[config.mk]
export PLATFORM = sky130hd
export DESIGN_NAME = nr_sqrt_unit
export DESIGN_NICKNAME = d
export VERILOG_FILES = /design/src/rtl/nrs_pkg.sv /design/src/rtl/nrs_normalize.sv /design/src/rtl/nrs_seed_rom.sv /design/src/rtl/nrs_mul.sv /design/src/rtl/nr_sqrt_unit.sv
export SDC_FILE = /design/constraint.sdc
export NUM_CORES = 2
export LEC_CHECK = 0
export BUFFER_PORTS_ARGS = -buffer_cell sky130_fd_sc_hd__buf_2
export CAP_MARGIN = 20
export CORE_ASPECT_RATIO = 0.75
export CORE_UTILIZATION = 45
export CTS_BUF_LIST = sky130_fd_sc_hd__clkbuf_4 sky130_fd_sc_hd__clkbuf_8 sky130_fd_sc_hd__clkbuf_16
export DETAILED_ROUTE_END_ITERATION = 6
export PLACE_DENSITY_LB_ADDON = 0.15
export SLEW_MARGIN = 20
export SYNTH_ARGS = -nofsm -noshare
export SYNTH_HDL_FRONTEND = slang
export SYNTH_SLANG_ARGS = --single-unit
[constraint.sdc]
create_clock -name clk -period 3.32 [get_ports clk]
set_input_delay 0.498 -clock clk [delete_from_list [all_inputs] [get_ports clk]]
set_output_delay 0.498 -clock clk [all_outputs]
set_load 0.005 [all_outputs]
[src/rtl/nrs_pkg.sv]
package nrs_pkg;
  typedef enum logic [2:0] {
    S_IDLE,
    S_SQ,
    S_MX,
    S_UPD,
    S_FIN
  } nrs_state_e;
endpackage

[src/rtl/nrs_normalize.sv]
// Even left shift of the argument so its leading nonzero bit pair is on top.
module nrs_normalize #(
  parameter int AW = 32,
  parameter int OW = 20,
  localparam int HW = $clog2(AW / 2)
) (
  input  logic [AW-1:0] arg_i,
  output logic [OW-1:0] mant_o,
  output logic [HW-1:0] half_shift_o,
  output logic          zero_o
);
  logic [AW-1:0] shifted;
  logic          found;

  always_comb begin
    found        = 1'b0;
    half_shift_o = '0;
    for (int j = AW / 2 - 1; j >= 0; j--) begin
      if (!found && (arg_i[2*j +: 2] != 2'b00)) begin
        found        = 1'b1;
        half_shift_o = HW'(AW / 2 - 1 - j);
      end
    end
    zero_o  = ~|arg_i;
    shifted = arg_i << {half_shift_o, 1'b0};
    mant_o  = OW'(shifted >> (AW - OW));
  end
endmodule

[src/rtl/nrs_seed_rom.sv]
// Reciprocal square root first guess, contents computed at elaboration.
module nrs_seed_rom #(
  parameter int T = 4,
  parameter int W = 22,
  parameter int F = 20
) (
  input  logic [T-1:0] idx_i,
  output logic [W-1:0] seed_o
);
  // Returns y with T fraction bits closest to 1/sqrt of the interval midpoint.
  function automatic longint seed_val(input longint i);
    longint best, berr, tgt, e;
    tgt  = longint'(1) << (3 * T + 1);
    best = longint'(1) << (T + 1);
    berr = -1;
    if (i < (longint'(1) << (T - 2))) return best;
    for (longint y = longint'(1) << T; y <= (longint'(1) << (T + 1)); y++) begin
      e = y * y * (2 * i + 1) - tgt;
      if (e < 0) e = -e;
      if (berr < 0 || e < berr) begin
        berr = e;
        best = y;
      end
    end
    return best;
  endfunction

  logic [W-1:0] rom [2**T];

  for (genvar g = 0; g < 2**T; g++) begin : g_rom
    localparam longint SV = seed_val(g);
    assign rom[g] = W'(SV) << (F - T);
  end

  assign seed_o = rom[idx_i];
endmodule

[src/rtl/nrs_mul.sv]
// Shared fixed-point multiplier, F fraction bits, optional halving, saturating.
module nrs_mul #(
  parameter int W = 22,
  parameter int F = 20
) (
  input  logic [W-1:0] a_i,
  input  logic [W-1:0] b_i,
  input  logic         halve_i,
  output logic [W-1:0] p_o
);
  logic [2*W-1:0] full;
  logic [2*W-1:0] sh;

  always_comb begin
    full = (2*W)'(a_i) * (2*W)'(b_i);
    sh   = halve_i ? (full >> (F + 1)) : (full >> F);
    p_o  = (|sh[2*W-1:W]) ? '1 : sh[W-1:0];
  end
endmodule

[src/rtl/nr_sqrt_unit.sv]
module nr_sqrt_unit
  import nrs_pkg::*;
#(
  parameter int P = 16,
  parameter int T = 4,
  parameter int G = 4
) (
  input  logic           clk,
  input  logic           rst_n,
  input  logic           start_i,
  input  logic [2*P-1:0] arg_i,
  output logic [P-1:0]   result_o,
  output logic           done_o
);
  localparam int AW    = 2 * P;
  localparam int F     = P + G;
  localparam int W     = F + 2;
  localparam int HW    = $clog2(P);
  localparam int ITERS = $clog2((P + T - 1) / T) + 1;
  localparam int IW    = $clog2(ITERS + 1);
  localparam logic [W-1:0] THREE = W'(3) << F;

  // reset release synchroniser
  logic [1:0] rs_q;
  logic       rst_s_n;
  always_ff @(posedge clk or negedge rst_n) begin
    if (!rst_n) rs_q <= 2'b00;
    else        rs_q <= {rs_q[0], 1'b1};
  end
  assign rst_s_n = rs_q[1];

  logic [F-1:0]  mant_n;
  logic [HW-1:0] hs_n;
  logic          zero_n;
  logic [W-1:0]  seed_n;

  nrs_normalize #(.AW(AW), .OW(F)) u_norm (
    .arg_i(arg_i), .mant_o(mant_n), .half_shift_o(hs_n), .zero_o(zero_n)
  );

  nrs_seed_rom #(.T(T), .W(W), .F(F)) u_seed (
    .idx_i(mant_n[F-1 -: T]), .seed_o(seed_n)
  );

  nrs_state_e    state_q, state_d;
  logic [IW-1:0] iter_q, iter_d;
  logic [W-1:0]  m_q, m_d, y_q, y_d, t_q, t_d;
  logic [HW-1:0] hs_q, hs_d;
  logic          zero_q, zero_d;
  logic [P-1:0]  result_d;
  logic          done_d;

  logic [W-1:0]  mul_a, mul_b, prod, diff;
  logic          mul_halve;
  logic [W-1:0]  shifted;
  logic [W:0]    rnd;
  logic [P-1:0]  res_n;

  nrs_mul #(.W(W), .F(F)) u_mul (
    .a_i(mul_a), .b_i(mul_b), .halve_i(mul_halve), .p_o(prod)
  );

  // operand selection for the shared multiplier
  always_comb begin
    diff      = (t_q > THREE) ? '0 : (THREE - t_q);
    mul_a     = y_q;
    mul_b     = y_q;
    mul_halve = 1'b0;
    unique case (state_q)
      S_MX:    begin mul_a = t_q;  mul_b = m_q; end
      S_UPD:   begin mul_a = diff; mul_b = y_q; mul_halve = 1'b1; end
      S_FIN:   begin mul_a = y_q;  mul_b = m_q; end
      default: begin mul_a = y_q;  mul_b = y_q; end
    endcase
  end

  // round to nearest and undo the normalising shift
  always_comb begin
    shifted = prod >> (int'(hs_q) + G - 1);
    rnd     = ({1'b0, shifted} + (W+1)'(1)) >> 1;
    res_n   = (|rnd[W:P]) ? '1 : rnd[P-1:0];
  end

  always_comb begin
    state_d  = state_q;
    iter_d   = iter_q;
    m_d      = m_q;
    y_d      = y_q;
    t_d      = t_q;
    hs_d     = hs_q;
    zero_d   = zero_q;
    result_d = result_o;
    done_d   = 1'b0;
    unique case (state_q)
      S_IDLE: if (start_i) begin
        m_d     = W'(mant_n);
        y_d     = seed_n;
        hs_d    = hs_n;
        zero_d  = zero_n;
        iter_d  = '0;
        state_d = S_SQ;
      end
      S_SQ: begin
        t_d     = prod;
        state_d = S_MX;
      end
      S_MX: begin
        t_d     = prod;
        state_d = S_UPD;
      end
      S_UPD: begin
        y_d     = prod;
        iter_d  = iter_q + IW'(1);
        state_d = (iter_q == IW'(ITERS - 1)) ? S_FIN : S_SQ;
      end
      S_FIN: begin
        result_d = zero_q ? '0 : res_n;
        done_d   = 1'b1;
        state_d  = S_IDLE;
      end
      default: state_d = S_IDLE;
    endcase
  end

  always_ff @(posedge clk or negedge rst_s_n) begin
    if (!rst_s_n) begin
      state_q  <= S_IDLE;
      iter_q   <= '0;
      m_q      <= '0;
      y_q      <= '0;
      t_q      <= '0;
      hs_q     <= '0;
      zero_q   <= 1'b0;
      result_o <= '0;
      done_o   <= 1'b0;
    end else begin
      state_q  <= state_d;
      iter_q   <= iter_d;
      m_q      <= m_d;
      y_q      <= y_d;
      t_q      <= t_d;
      hs_q     <= hs_d;
      zero_q   <= zero_d;
      result_o <= result_d;
      done_o   <= done_d;
    end
  end

  a_r2_done_pulse: assert property (@(posedge clk) disable iff (!rst_s_n)
    done_o |=> !done_o);

  a_r2_done_after_fin: assert property (@(posedge clk) disable iff (!rst_s_n)
    done_o |-> $past(state_q) == S_FIN);

  a_r3_norm_range: assert property (@(posedge clk) disable iff (!rst_s_n)
    (state_q != S_IDLE && !zero_q) |-> (m_q[F-1:F-2] != 2'b00));

  a_r4_zero_result: assert property (@(posedge clk) disable iff (!rst_s_n)
    (done_o && zero_q) |-> (result_o == '0));

  a_r6_ignore_busy_start: assert property (@(posedge clk) disable iff (!rst_s_n)
    (state_q != S_IDLE) |=> ($stable(m_q) && $stable(hs_q) && $stable(zero_q)));

  a_r7_result_hold: assert property (@(posedge clk) disable iff (!rst_s_n)
    !done_o |-> $stable(result_o));
endmodule

---- After elaboration in Yosys (flattened, before gate mapping) ----
Memory sizes are Yosys's and may differ from the RTL's.
Cells that the tools add are included.
word-level totals
  flip-flop bits (word level) ............. 93
  bits in read-only memories .............. 352
  bits of input ports ..................... 35
  logic and storage cells ................. 132
  memories kept ........................... 1
cells by class
  $add $sub $neg .......................... 5
  multipliers ............................. 1
  $lt $le $gt $ge ......................... 2
  equal/unequal tests ..................... 6
  shift operators ......................... 2
  mux-type cells .......................... 48
  bitwise gates (word level) .............. 1
  reduce and logical (&&, ||, !) cells .... 56
memory list
  memory            words  width  rd ports  clocked after Yosys merged registers in  write ports  line                source
  (name not given)  16     22     1         0                                        0            nrs_seed_rom.sv:35  assign seed_o = rom[idx_i];
operator list
  cell                      count
  $mux W22                  6
  $pmux W22 S2              2
  $mux W4                   14
  $mul A22 B22 Y44          1
  $reduce_bool A2 Y1        17
  $mux W16                  2
  $reduce_or A32 Y1         1
  $shl A32 B5 Y32           1
  $shr A22 B32 Y22          1
  $mux W24                  1
  $add A22 B1 Y23 const B   1
  $gt A22 B22 Y1 const B    1
  $reduce_or A22 Y1         1
  $sub A22 B22 Y22 const A  1
  $mux W1                   18
  $logic_not A1 Y1          16
  $logic_and A1 B1 Y1       15
  $pmux W3 S4               1
  $eq A3 B2 Y1 const B      2
  $mux W3                   2
  $reduce_or A6 Y1          1
  $sub A5 B1 Y6 const B     1
  $add A4 B3 Y5 const B     1
  $ge A5 B5 Y1 const B      1
  other kinds (11)          13

---- Longest topological paths before layout ----
  word-level depth ........................ 54
  depth in mapped cells ................... 52
  depth with buffers taken out ............ 47

---- Hierarchy ----
From an unflattened synthesis, not the netlist that was laid out.
unflattened totals
  cells, all modules ...................... 2724
  area total of the unflattened synthesis .. 24116.9 µm²
by module, submodules not included
  module         times used  cells an instance  area an instance (µm²)  sequential area each (µm²)
  nrs_mul        1           1808               15838.9                 0.0
  nr_sqrt_unit   1           680                6706.4                  2327.2
  nrs_normalize  1           200                1311.3                  0.0
  nrs_seed_rom   1           36                 260.2                   0.0

---- Worst setup path before layout ----
Ideal clock, no wire load.
  path kind ............................... register to register
  start ................................... register t_q[2]
  end ..................................... register result_o[9]
  setup time .............................. 0.137 ns
  data arrival time ....................... 11.405 ns
  data required time ...................... 3.183 ns
  setup slack ............................. -8.221 ns
  cell stages (with the launch flop) ...... 52
  path buffers ............................ 5
  clock period less this slack ............ 11.541 ns
  cells stage by stage .................... dfrtp_1 inv_1 nand3_1 nor3_1 nand2_1 or3_1 or4b_2 or3_1 or3_1 o21ai_0 nand2_1 nor2_1 a21oi_1 o21ai_0 clkbuf_1 nand2_1 fa_1 inv_1 [... 16 more ...] a221o_1 a41oi_2 or2_1 buf_4 buf_4 o21ai_1 nor4_1 o221ai_1 nor4_2 inv_1 ha_1 and4_1 nor4b_4 nand4b_2 mux2i_4 and2_1 buf_6 a41oi_2
between the ends
  longest elaborated chain between the ends .. 12
RTL lines
  what                                                       line                 source
  start: declaration                                         nr_sqrt_unit.sv:47   logic [W-1:0] m_q, m_d, y_q, y_d, t_q, t_d;
  start signal: assignment                                   nr_sqrt_unit.sv:141  t_q <= t_d;
  $sub A22 B22 Y22 / $gt A22 B22 Y1 (equally long branches)  nr_sqrt_unit.sv:65   diff = (t_q > THREE) ? '0 : (THREE - t_q);
  $mux W22                                                   nr_sqrt_unit.sv:65
  $pmux W22 S2 (*)                                           nr_sqrt_unit.sv:69   unique case (state_q)
  $mul A22 B22 Y44 (*)                                       nrs_mul.sv:15        full = (2*W)'(a_i) * (2*W)'(b_i);
  $mux W24 (*)                                               nrs_mul.sv:16        sh = halve_i ? (full >> (F + 1)) : (full >> F);
  $reduce_or A22 Y1                                          nrs_mul.sv:17        p_o = (|sh[2*W-1:W]) ? '1 : sh[W-1:0];
  $mux W22 (*)                                               nrs_mul.sv:17
  $shr A22 B32 Y22 (*)                                       nr_sqrt_unit.sv:79   shifted = prod >> (int'(hs_q) + G - 1);
  $add A22 B1 Y23 (*)                                        nr_sqrt_unit.sv:80   rnd = ({1'b0, shifted} + (W+1)'(1)) >> 1;
  $reduce_or A6 Y1                                           nr_sqrt_unit.sv:81   res_n = (|rnd[W:P]) ? '1 : rnd[P-1:0];
  $mux W16 (*)                                               nr_sqrt_unit.sv:81
  $mux W16 (*)                                               nr_sqrt_unit.sv:117  result_d = zero_q ? '0 : res_n;
  end signal: assignment                                     nr_sqrt_unit.sv:144  result_o <= result_d;
  end: declaration                                           nr_sqrt_unit.sv:12   output logic [P-1:0] result_o,
Every way passes the cells marked *; elsewhere a longest branch is shown, timed or not.
A chain may end at the register's enable or synchronous reset.

---- Worst setup path after layout ----
  start ................................... register t_q[1]
  end ..................................... register result_o[15]
The elaborated chain is that of the path after synthesis.

==> summary.md <==
| Metric | Value |
|---|---|
| Status | finished with violations |
| Failing checks | negative setup slack |
| Num CTS Buffers | 9 |
| Min-delay worst type | reg2reg |
| Most common cell in the netlist | nand2_1 |
| GR Util All Layers | 0.4039 |
| Initial Util | 0.4563 |
| Setup ws final | -8.335 ns |
| Seq/Total Area, Yosys | 0.09352 |
| CP most frequent cell | buf_4 |
| Synth Register Bits | 93 |
| Top post-synthesis cells by count | 446 x nand2_1, 404 x inv_1, 396 x fa_1, 371 x nor2_1, 163 x ha_1 |
| Synth warn | 0 |
| Initial antenna violation count | 2 |
| Core Area | about 0.055 mm2 |
| Cell count after synthesis | ~3000 |
| Worst EP required | 3.54 ns |
| Worst Path Arrival | ~12 ns |
| Worst Setup SP | t_q[1]$_DFFE_PN0P_ |
| Count of final setup violators | about 70 |
| Startpoint type of the worst setup path | flop |
| CP Capture Point | result_o[15]$_DFFE_PN0P_ |
| Clock tree buffer depth | 2 |
| Number of flops mapped to enable cells by yosys | 0 |
| Yosys top cell by area | fa_1 |
| Slew Viols, Final | 0 |
| Clock transition at path regs | approximately 0.070 ns |
| Syn nets | between 3000 and 4000 |
| Worst-Margin Slew | slightly below 1 ns |
| Placed insts | ~4500 |
| Synth cell types | around 110 |
| Post-DRT Antenna Nets | 0 |
| Top FF cell, synth | dfrtp_1 |
| First-pass GRT wire length | 170.1 mm |
| Final hold violations | 0 |
| Slowest cell on the critical path | fa_1 |
| Achievable frequency | about 0.086 GHz |
| CTS H-tree lvls | 3 |
| # IOs | 52 |
| Layout cells sized above 1 | 0.3575 |
| Via/cell ratio | slightly below 6 |
| Final period utilization | 3.511 |
| Die Span Y | around 210 um |
| Drt total wl | roughly 110 mm |
| R2r setup slk | -8.33 ns |
| Via count | roughly 27000 |
| Setup TNS | -401.11 ns |
| Buffers on Ports | 51 |
| CTS tree | done |
| Dpl hpwl | 95.58 mm |
| Nets | 4513 |
| Slew HR | 0.3533 |
| Main area contributors after synthesis | fa_1 32%, dfrtp_1 9.4%, ha_1 8.2%, nand2_1 6.7%, inv_1 6.1% |
| Worst r2r src | t_q[1]$_DFFE_PN0P_ |
| Mapped Avg Cell Area | 8.116 um2 |
| Die ar. | about 0.056 mm2 |
| Routed len/inst | between 20 and 25 um |
| Crit path kind | reg2reg |
| Sink Count | 93 |
| R2R cell count | 55 |
| Core Rows | 74 |
| First DRT Iteration DRCs | 2886 |
| Final routed DRC violation total | 0 |
| DIE WIDTH | ~270 um |
| Vias in the first global route | between 20000 and 30000 |
| Mapped cell area | 0.02488 mm2 |
| Final std cells w/o fill | between 4000 and 5000 |
| Pin count of the biggest net entering global routing | 59 |
| Root buffer cell | clkbuf_16 |
| Clk_lat worst skew | 0.36 ns |
| Area Growth Syn to Fin | 42.49% |
| Unrepaired setup endpoints after global routing | yes |
| Post-Route Skew | approximately 0.014 ns |
| Hold slack | around 0.36 ns |
| Final GP Congestion | approximately 1.1 |
| Period minus WS final | approximately 12 ns |
| Pre-antenna DRT Iters | 6 |
| Worst R2R End | result_o[15]$_DFFE_PN0P_ |
| CP max FO | 8 |
| Post-synth ARST share | 1.000 |
| Congestion Overflow GR | 0 |
| Worst Setup End Kind | flop |
| MaxCap Viol Count | 0 |
| Max stage delay on crit path | between 0.5 and 0.6 ns |
| Synth top area share | 0.3186 |
| Layout Utilization | 0.6502 |
-- metal layers --
layer  up-vias  wire (um)  part of all wire  track usage
li1      11923          -                 -            -
met1     13594      47460              0.42       0.5615
met2      1485      48210              0.43       0.6193
met3       227      12130              0.11      0.09476
met4         2       3995             0.036       0.1285
met5         -         17           0.00015            0
-- layout by cell type (no fill, tap or decap), types with 34 or more instances in the layout --
cell type | netlist | layout
ha_1 | 163 | 138
buf_6 | 4 | 52
inv_1 | 404 | 395
fa_1 | 396 | 386
nor2_1 | 371 | 337
o21ai_0 | 124 | 79
dfrtp_1 | 93 | 92
nor3_1 | 52 | 34
nand4_1 | 38 | 38
buf_4 | 4 | 868
and2_1 | 38 | 34
a21oi_1 | 148 | 111
buf_12 | 0 | 34
buf_2 | 4 | 51
mux2i_1 | 70 | 63
nand2_1 | 446 | 435
-- per-stage QoR --
stage	setup slack (ns)	instance area, um2
floorplan	-7.599	25360
global placement	-8.755	32560
detailed placement	-8.736	32570
CTS	-8.134	34970
global route	-8.744	35450
finish	-8.335	35460
-- sequential cells by signal, summed over array words and instances, names as in the netlist --
signal and count:
done_o 1, hs_q 4, iter_q 2, m_q 20, result_o 16, rs_q 2, state_q 3, t_q 22
y_q 22, zero_q 1
-- worst min-delay path by stage --
stage	from	end	slack [ns]	depth (start not counted)
floorplan	rst_n	rs_q[0]$_DFF_PN0_	0.20	0
global placement	rst_n	rs_q[0]$_DFF_PN0_	0.28	1
detailed placement	rst_n	rs_q[0]$_DFF_PN0_	0.29	1
CTS	rs_q[0]$_DFF_PN0_	rs_q[1]$_DFF_PN0_	0.36	0
global route	rs_q[0]$_DFF_PN0_	rs_q[1]$_DFF_PN0_	0.38	0
finish	rs_q[0]$_DFF_PN0_	rs_q[1]$_DFF_PN0_	0.36	0
-- critical path: cells and delay by family, from the launching register on --
family / cells / cell delay, ns
muxes: 2 / 0.51
buffers and inverters: 23 / 2.58
AOI/OAI and AO/OA: 8 / 1.93
and+or+nand+nor: 13 / 2.02
adders and majority gates: 9 / 4.06
DFF: 1 / 0.40
-- kinds of logic after synthesis --
family,synth area share
other cells,0.0001507
compound gates,0.1650
mux,0.04123
xor+xnor,0.01156
flops,0.09352
simple gates,0.1997
fa+ha+maj,0.4005
buf+inv,0.08829
-- area by class of cell --
class | instances | area (um2)
clock buffer | 10 | 232.7
clock inverter | 6 | 71.32
inverter | 405 | 1520
multi-input combinational | 2402 | 22320
antenna | 1 | 2.502
timing repair buffer | 1008 | 8078
fill | 4620 | 19080
sequential | 93 | 2331
tap | 722 | 903.4
-- repair_timing --
| action | 4_1_cts | 5_1_grt |
|---|---|---|
| endpoints found under the hold margin | 2 | 0 |
| setup buffers | 82 | 17 |
| hold buffers | 1 | 0 |
| cloned | 1 | 0 |
| pin swaps | 83 | 48 |
| gates resized for setup | 304 | 88 |
| setup endpoints to repair | 75 | 75 |
Power is not shown: default switching activity piles up to over one toggle a cycle in this logic, so the estimate is an artifact.
